$ cat src/rtl/ringstop_pkg.sv
// Package: shared types for the ring stop.
// Assumes: nothing beyond IEEE 1800-2017.
package ringstop_pkg;

    // Source selected for the outgoing ring slot in a cycle.
    typedef enum logic [1:0] {
        SRC_NONE    = 2'd0,
        SRC_FORWARD = 2'd1,
        SRC_LOCAL   = 2'd2
    } slot_src_e;

endpackage

$ cat src/rtl/rs_local_fifo.sv
// Module: in-order queue for local requests waiting for a free ring slot.
// Assumes: the caller never pushes while full or pops while empty.
module rs_local_fifo #(
    parameter int W     = 10,
    parameter int DEPTH = 4
) (
    input  logic         clk,
    input  logic         rst_n,
    input  logic         push,
    input  logic [W-1:0] push_data,
    input  logic         pop,
    output logic [W-1:0] head,
    output logic         full,
    output logic         empty
);
    localparam int PTR_W = (DEPTH > 1) ? $clog2(DEPTH) : 1;
    localparam int CNT_W = $clog2(DEPTH + 1);
    localparam logic [PTR_W-1:0] LAST = PTR_W'(DEPTH - 1);

    logic [W-1:0]     mem [DEPTH];
    logic [PTR_W-1:0] wr_ptr;
    logic [PTR_W-1:0] rd_ptr;
    logic [CNT_W-1:0] count;

    // Status seen by the producer and the arbiter.
    assign full  = (count == CNT_W'(DEPTH));
    assign empty = (count == '0);
    assign head  = mem[rd_ptr];

    // Storage write; contents need no reset.
    always_ff @(posedge clk) begin
        if (push) begin
            mem[wr_ptr] <= push_data;
        end
    end

    // Pointer and occupancy update.
    always_ff @(posedge clk) begin
        if (!rst_n) begin
            wr_ptr <= '0;
            rd_ptr <= '0;
            count  <= '0;
        end else begin
            if (push) begin
                wr_ptr <= (wr_ptr == LAST) ? '0 : wr_ptr + 1'b1;
            end
            if (pop) begin
                rd_ptr <= (rd_ptr == LAST) ? '0 : rd_ptr + 1'b1;
            end
            case ({push, pop})
                2'b10:   count <= count + 1'b1;
                2'b01:   count <= count - 1'b1;
                default: count <= count;
            endcase
        end
    end

endmodule

$ cat src/rtl/rs_miss_filter.sv
// Module: small fully associative store of addresses known to miss locally.
// A probe reports a match in the same cycle. Insertions replace the entries
// in FIFO order. A clear drops every entry that matches its address, but an
// insertion into the same entry in that cycle takes precedence.
// Assumes: DEPTH >= 2; the caller never inserts an address already held.
module rs_miss_filter #(
    parameter int ADDR_W = 8,
    parameter int DEPTH  = 4
) (
    input  logic              clk,
    input  logic              rst_n,
    input  logic [ADDR_W-1:0] probe_addr,
    output logic              probe_hit,
    input  logic              ins_en,
    input  logic [ADDR_W-1:0] ins_addr,
    input  logic              clr_en,
    input  logic [ADDR_W-1:0] clr_addr
);
    localparam int PTR_W = $clog2(DEPTH);
    localparam logic [PTR_W-1:0] LAST = PTR_W'(DEPTH - 1);

    logic [DEPTH-1:0]  ent_valid;
    logic [ADDR_W-1:0] ent_addr [DEPTH];
    logic [DEPTH-1:0]  probe_match;
    logic [PTR_W-1:0]  rep_ptr;

    for (genvar i = 0; i < DEPTH; i++) begin : g_ent
        // Match the probe address against this entry.
        assign probe_match[i] = ent_valid[i] && (ent_addr[i] == probe_addr);

        // Entry update: insertion first, then clear on a local access.
        always_ff @(posedge clk) begin
            if (!rst_n) begin
                ent_valid[i] <= 1'b0;
                ent_addr[i]  <= '0;
            end else if (ins_en && (rep_ptr == PTR_W'(i))) begin
                ent_valid[i] <= 1'b1;
                ent_addr[i]  <= ins_addr;
            end else if (clr_en && ent_valid[i] && (ent_addr[i] == clr_addr)) begin
                ent_valid[i] <= 1'b0;
            end
        end
    end

    // Any entry matching counts as a hit.
    assign probe_hit = |probe_match;

    // Replacement pointer moves on every insertion.
    always_ff @(posedge clk) begin
        if (!rst_n) begin
            rep_ptr <= '0;
        end else if (ins_en) begin
            rep_ptr <= (rep_ptr == LAST) ? '0 : rep_ptr + 1'b1;
        end
    end

endmodule

$ cat src/rtl/rs_slot_arbiter.sv
// Module: decides the next content of the outgoing ring slot and registers it.
// Ring traffic from other stops wins. A returning request of this stop is
// retired, which frees the slot for the local queue head.
// Assumes: q_type/q_addr are valid whenever q_empty is 0.
module rs_slot_arbiter
    import ringstop_pkg::*;
#(
    parameter int ID_W    = 3,
    parameter int TYPE_W  = 2,
    parameter int ADDR_W  = 8,
    parameter int NODE_ID = 0
) (
    input  logic              clk,
    input  logic              rst_n,
    input  logic              in_valid,
    input  logic [ID_W-1:0]   in_origin,
    input  logic [TYPE_W-1:0] in_type,
    input  logic [ADDR_W-1:0] in_addr,
    input  logic              q_empty,
    input  logic [TYPE_W-1:0] q_type,
    input  logic [ADDR_W-1:0] q_addr,
    output logic              in_own,
    output logic              q_pop,
    output logic              out_valid,
    output logic [ID_W-1:0]   out_origin,
    output logic [TYPE_W-1:0] out_type,
    output logic [ADDR_W-1:0] out_addr,
    output logic              ret_valid,
    output logic [TYPE_W-1:0] ret_type,
    output logic [ADDR_W-1:0] ret_addr
);
    localparam logic [ID_W-1:0] MY_ID = ID_W'(NODE_ID);

    slot_src_e src;

    // Select the slot source: ring first, then the local queue.
    always_comb begin
        in_own = in_valid && (in_origin == MY_ID);
        if (in_valid && !in_own) begin
            src = SRC_FORWARD;
        end else if (!q_empty) begin
            src = SRC_LOCAL;
        end else begin
            src = SRC_NONE;
        end
        q_pop = (src == SRC_LOCAL);
    end

    // Outgoing slot register, reloaded every cycle.
    always_ff @(posedge clk) begin
        if (!rst_n) begin
            out_valid  <= 1'b0;
            out_origin <= '0;
            out_type   <= '0;
            out_addr   <= '0;
        end else begin
            case (src)
                SRC_FORWARD: begin
                    out_valid  <= 1'b1;
                    out_origin <= in_origin;
                    out_type   <= in_type;
                    out_addr   <= in_addr;
                end
                SRC_LOCAL: begin
                    out_valid  <= 1'b1;
                    out_origin <= MY_ID;
                    out_type   <= q_type;
                    out_addr   <= q_addr;
                end
                default: begin
                    out_valid  <= 1'b0;
                end
            endcase
        end
    end

    // Retire register for requests that came back to this stop.
    always_ff @(posedge clk) begin
        if (!rst_n) begin
            ret_valid <= 1'b0;
            ret_type  <= '0;
            ret_addr  <= '0;
        end else begin
            ret_valid <= in_own;
            if (in_own) begin
                ret_type <= in_type;
                ret_addr <= in_addr;
            end
        end
    end

endmodule

$ cat src/rtl/ringstop_node.sv
// Module: one stop of a one-way request ring between cache controllers.
// Joins the slot arbiter, the local request queue and the miss filter, and
// drives the cache lookup port for requests from other stops that are not
// known to miss.
// Assumes: lk_hit is a same-cycle answer to lk_addr while lk_valid is 1.
module ringstop_node #(
    parameter int ID_W     = 3,
    parameter int TYPE_W   = 2,
    parameter int ADDR_W   = 8,
    parameter int NODE_ID  = 2,
    parameter int LQ_DEPTH = 4,
    parameter int MF_DEPTH = 4
) (
    input  logic              clk,
    input  logic              rst_n,
    input  logic              ring_in_valid,
    input  logic [ID_W-1:0]   ring_in_origin,
    input  logic [TYPE_W-1:0] ring_in_type,
    input  logic [ADDR_W-1:0] ring_in_addr,
    input  logic              lreq_valid,
    input  logic [TYPE_W-1:0] lreq_type,
    input  logic [ADDR_W-1:0] lreq_addr,
    output logic              lreq_ready,
    output logic              lk_valid,
    output logic [ADDR_W-1:0] lk_addr,
    input  logic              lk_hit,
    output logic              ring_out_valid,
    output logic [ID_W-1:0]   ring_out_origin,
    output logic [TYPE_W-1:0] ring_out_type,
    output logic [ADDR_W-1:0] ring_out_addr,
    output logic              ret_valid,
    output logic [TYPE_W-1:0] ret_type,
    output logic [ADDR_W-1:0] ret_addr
);
    localparam int ENTRY_W = TYPE_W + ADDR_W;

    logic               q_full;
    logic               q_empty;
    logic               q_pop;
    logic               q_push;
    logic [ENTRY_W-1:0] q_head;
    logic               in_own;
    logic               mf_hit;
    logic               mf_ins;

    // Handshake, lookup strobe and filter insertion decisions.
    always_comb begin
        lreq_ready = !q_full;
        q_push     = lreq_valid && !q_full;
        lk_valid   = ring_in_valid && !in_own && !mf_hit;
        lk_addr    = ring_in_addr;
        mf_ins     = lk_valid && !lk_hit && !(q_push && (lreq_addr == ring_in_addr));
    end

    rs_local_fifo #(
        .W     (ENTRY_W),
        .DEPTH (LQ_DEPTH)
    ) u_lq (
        .clk       (clk),
        .rst_n     (rst_n),
        .push      (q_push),
        .push_data ({lreq_type, lreq_addr}),
        .pop       (q_pop),
        .head      (q_head),
        .full      (q_full),
        .empty     (q_empty)
    );

    rs_miss_filter #(
        .ADDR_W (ADDR_W),
        .DEPTH  (MF_DEPTH)
    ) u_mf (
        .clk        (clk),
        .rst_n      (rst_n),
        .probe_addr (ring_in_addr),
        .probe_hit  (mf_hit),
        .ins_en     (mf_ins),
        .ins_addr   (ring_in_addr),
        .clr_en     (q_push),
        .clr_addr   (lreq_addr)
    );

    rs_slot_arbiter #(
        .ID_W    (ID_W),
        .TYPE_W  (TYPE_W),
        .ADDR_W  (ADDR_W),
        .NODE_ID (NODE_ID)
    ) u_arb (
        .clk        (clk),
        .rst_n      (rst_n),
        .in_valid   (ring_in_valid),
        .in_origin  (ring_in_origin),
        .in_type    (ring_in_type),
        .in_addr    (ring_in_addr),
        .q_empty    (q_empty),
        .q_type     (q_head[ENTRY_W-1:ADDR_W]),
        .q_addr     (q_head[ADDR_W-1:0]),
        .in_own     (in_own),
        .q_pop      (q_pop),
        .out_valid  (ring_out_valid),
        .out_origin (ring_out_origin),
        .out_type   (ring_out_type),
        .out_addr   (ring_out_addr),
        .ret_valid  (ret_valid),
        .ret_type   (ret_type),
        .ret_addr   (ret_addr)
    );

endmodule

$ cat config.mk
export PLATFORM = sky130hd
export DESIGN_NAME = ringstop_node
export DESIGN_NICKNAME = d
export VERILOG_FILES = /design/src/rtl/ringstop_pkg.sv /design/src/rtl/rs_local_fifo.sv /design/src/rtl/rs_miss_filter.sv /design/src/rtl/rs_slot_arbiter.sv /design/src/rtl/ringstop_node.sv
export SDC_FILE = /design/constraint.sdc
export NUM_CORES = 1
export LEC_CHECK = 0
export BUFFER_PORTS_ARGS = -buffer_cell sky130_fd_sc_hd__buf_2
export CORE_MARGIN = 1
export CORE_UTILIZATION = 58
export DETAILED_ROUTE_END_ITERATION = 8
export PLACE_DENSITY = 0.8
export SLEW_MARGIN = 25
export SYNTH_ARGS = -nofsm -noshare
export SYNTH_HDL_FRONTEND = slang
export SYNTH_SLANG_ARGS = --single-unit
$ cat constraint.sdc
create_clock -name clk -period 3.4 [get_ports clk]
set_clock_uncertainty 0.05 [all_clocks]
set_input_delay 0.51 -clock clk [delete_from_list [all_inputs] [get_ports clk]]
set_output_delay 0.51 -clock clk [all_outputs]
set_load 0.05 [all_outputs]
==> flow_metrics.env <==
export IMPL_swShare=0.327
export IMPL_initial_core_util=0.604
export IMPL_finalCritPeriodShare=0.823
export IMPL_grt_setup_unrepaired="false"
export IMPL_gp_congestion=0.866
export IMPL_cts_root_buf="clkbuf_8"
export IMPL_wire_per_inst_um=19.6
export IMPL_ios=63
export IMPL_grt_pass1_vias=3510
export IMPL_wirelength_um=11700
export IMPL_worstSetupStartpoint="u_lq.count[0]"
export IMPL_finalSetupTns_ns=0
export IMPL_dpl_hpwl_um=8070
export IMPL_die_height_um=97.8
export IMPL_post_cts_buffers=0
export IMPL_peakVddDrop_mv=0.263
export IMPL_cts_buffers=9
export IMPL_finalHoldViolCount=0
export IMPL_layout_nets=521
export IMPL_cts_resized=0
export IMPL_cp_start_kind="register"
export IMPL_final_common_cell="edfxtp_1"
export IMPL_numPortBuffers=62
export IMPL_num_fill_cells=656
export IMPL_viasPerCell=5.96
export IMPL_die_area_mm2=0.00956
export IMPL_crit_fanout=8
export IMPL_placed_cell_area_mm2=0.00563
export IMPL_fin_crit_ns=2.80
export IMPL_critPathKind="reg -> reg"
export IMPL_setup_violations=0
export IMPL_syn2layout_area_growth_pct=9.78
export IMPL_power_density_mw_per_mm2=578
export IMPL_p_int_w=0.00227
export IMPL_avgSynthCellArea_um2=12.1
export IMPL_drtPass1Iterations=7
export IMPL_leakagePower_nw=2.33
export IMPL_hold_path_class="in -> reg"
export IMPL_run_status="complete, but fails checks"
export IMPL_insertion_delay_ns=0.38
export IMPL_synthesis_area_mm2=0.00532
export IMPL_slew_headroom=0.389
export IMPL_postRouteAntennaNets=0
export IMPL_core_mm2=0.00881
export IMPL_grt_first_pass_wirelength_um=18500
export IMPL_pwr_share_seq=0.500
export IMPL_stdcell_area_mm2=0.00584
export IMPL_cts_tree="yes"
export IMPL_clkTransAtPathRegs_ns=0.12
export IMPL_grt_usage=0.257
export IMPL_p_comb_frac=0.253
export IMPL_hold_buffers=0
export IMPL_drc_errors=16
export IMPL_cts_max_path_buffers=2
export IMPL_final_cell_mix="72 x edfxtp_1, 62 x buf_2, 44 x xnor2_1"
export IMPL_fp_row_count=34
export IMPL_die_x_um=97.8
export IMPL_htreeDepth=3
export IMPL_netlist_instances=440
export IMPL_numClockSinks=112
export IMPL_worst_pin_slew_ns=0.916
export IMPL_pwr_share_clk=0.247
export IMPL_antenna_found_initial=0
export IMPL_hp_start="lreq_type[1]"
export IMPL_vias=3549
export IMPL_violations="design-rule violations"
export IMPL_maxSlewViolCount=0
export IMPL_fmax_mhz=357
export IMPL_required_ns=3.45
export IMPL_first_iter_violations=260
export IMPL_grt_max_degree=32
export IMPL_drv_cap=0
export IMPL_grt_ovfl_total=0
export IMPL_cp_data_arrival_time_ns=2.85
export IMPL_yosys_warnings=0
export IMPL_synth_yosys_seq_area_share=0.557
export IMPL_antennaDiodeCount=0
export IMPL_rr_startpoint="u_lq.count[0]"
export IMPL_synthDistinctLibCells=38
export IMPL_layout_drive_gt1_share=0.211
export IMPL_syn_num_nets=479
export IMPL_yosys_register_bits=112
export IMPL_end_kind="register"
export IMPL_power_switching_w=0.00111
[registers in the layout, summed over array words and instances (netlist names), 2 cells and up, named ones only]
| signal | flops |
|---|---|
| u_arb.out_addr | 8 |
| u_arb.out_origin | 3 |
| u_arb.out_type | 2 |
| u_arb.ret_addr | 8 |
| u_arb.ret_type | 2 |
| u_lq.count | 3 |
| u_lq.mem | 40 |
| u_lq.rd_ptr | 2 |
| u_lq.wr_ptr | 2 |
| u_mf.ent_addr | 32 |
| u_mf.ent_valid | 4 |
| u_mf.rep_ptr | 2 |
[power by group through the flow]
stage	clock (W)	combinational, W	sequential (W)
after CTS	0.000847	0.000857	0.00169
after global placement	0	0.000825	0.00172
final	0.000834	0.000855	0.00169
after detailed placement	0	0.000851	0.00172
after floorplan	0	0.000562	0.00180
after global routing	0.000891	0.000916	0.00171
[path summary, 6_finish.rpt]
check	endpoint	slack (ns)	cells past startpoint
setup / recovery	u_mf.ent_addr[0][3]	0.60	8
setup reg to reg	u_mf.ent_addr[0][3]	0.60	8
hold / removal	u_lq.mem[1][9]	0.28	1
hold reg to reg	u_arb.ret_addr[0]	0.41	2
[per-stage QoR]
stage                     setup WS, ns  cells   util  total power, W  hold slack, ns
after detailed placement         0.591    579  0.639         0.00258           0.395
final                            0.602    595  0.664         0.00338           0.282
after floorplan                  0.330    440      -         0.00236           0.417
after global routing             0.471    595  0.664         0.00352           0.289
after global placement           0.638    579  0.639         0.00254           0.389
after CTS                        0.599    595  0.664         0.00340           0.275
[critical path, stage by stage, from the launching register on]
cell and delay [ns]:
dfxtp_1 0.37, or3b_4 0.44, and2_4 0.20, inv_4 0.12, nor3_1 0.08, or3_4 0.34
or3b_1 0.50, o21ai_0 0.22, buf_4 0.20
[kinds of logic after synthesis]
group,Yosys count,synth area share
compound gates,40,0.0487
fa+ha+maj,11,0.0273
simple gates,124,0.126
mux,24,0.0686
flops,112,0.557
xor+xnor,74,0.122
buf+inv,55,0.0510
[synthesized netlist by cell type]
| library cell | n | area share |
|---|---|---|
| xor2_1 | 30 | 0.049 |
| and2_4 | 1 | 0.0016 |
| o31ai_1 | 2 | 0.0028 |
| a32o_1 | 4 | 0.0075 |
| or3b_4 | 1 | 0.0021 |
| edfxtp_1 | 72 | 0.41 |
| nand2b_1 | 1 | 0.0012 |
| buf_1 | 1 | 0.00070 |
| nor2_1 | 22 | 0.016 |
| nand2_1 | 28 | 0.020 |
| nand4_1 | 9 | 0.011 |
| o21ai_0 | 6 | 0.0056 |
| mux2i_1 | 14 | 0.026 |
| buf_6 | 3 | 0.0063 |
| mux4_2 | 10 | 0.042 |
| xnor2_1 | 44 | 0.072 |
| nor3b_1 | 2 | 0.0028 |
| nor3_1 | 5 | 0.0047 |
| buf_4 | 8 | 0.011 |
| or3_4 | 1 | 0.0021 |
| nand3_1 | 7 | 0.0066 |
| fa_1 | 1 | 0.0038 |
| a21oi_1 | 15 | 0.014 |
| a31oi_1 | 1 | 0.0012 |
| or3b_1 | 1 | 0.0016 |
| ha_1 | 10 | 0.024 |
| or3_1 | 1 | 0.0012 |
| a211oi_1 | 10 | 0.014 |
| nor4b_4 | 1 | 0.0045 |
| nor4_1 | 7 | 0.0082 |
| and3_1 | 36 | 0.042 |
| buf_2 | 8 | 0.0075 |
| inv_1 | 14 | 0.0099 |
| inv_4 | 1 | 0.0012 |
| a32oi_1 | 2 | 0.0033 |
| clkbuf_1 | 20 | 0.014 |
| dfxtp_1 | 40 | 0.15 |
| and2_1 | 1 | 0.0012 |
[per-layer routing]
metal  vias up  part of all wire  GRT usage
met5         -                 0          0
li1       1636                 -          -
met1      1726              0.40      0.333
met3        34             0.066     0.0387
met2       153              0.51      0.428
met4         0             0.029      0.120
[cell type report]
| class | count | area (um^2) | area share |
|---|---|---|---|
| timing repair buffer | 71 | 378 | 0.0647 |
| sequential | 112 | 2960 | 0.507 |
| inverter | 15 | 58.8 | 0.0101 |
| clock inverter | 7 | 91.3 | 0.0156 |
| tap | 108 | 135 | 0.0231 |
| clock buffer | 9 | 124 | 0.0212 |
| multi-input combinational | 273 | 2090 | 0.358 |
(Power assumes the default switching activity.)
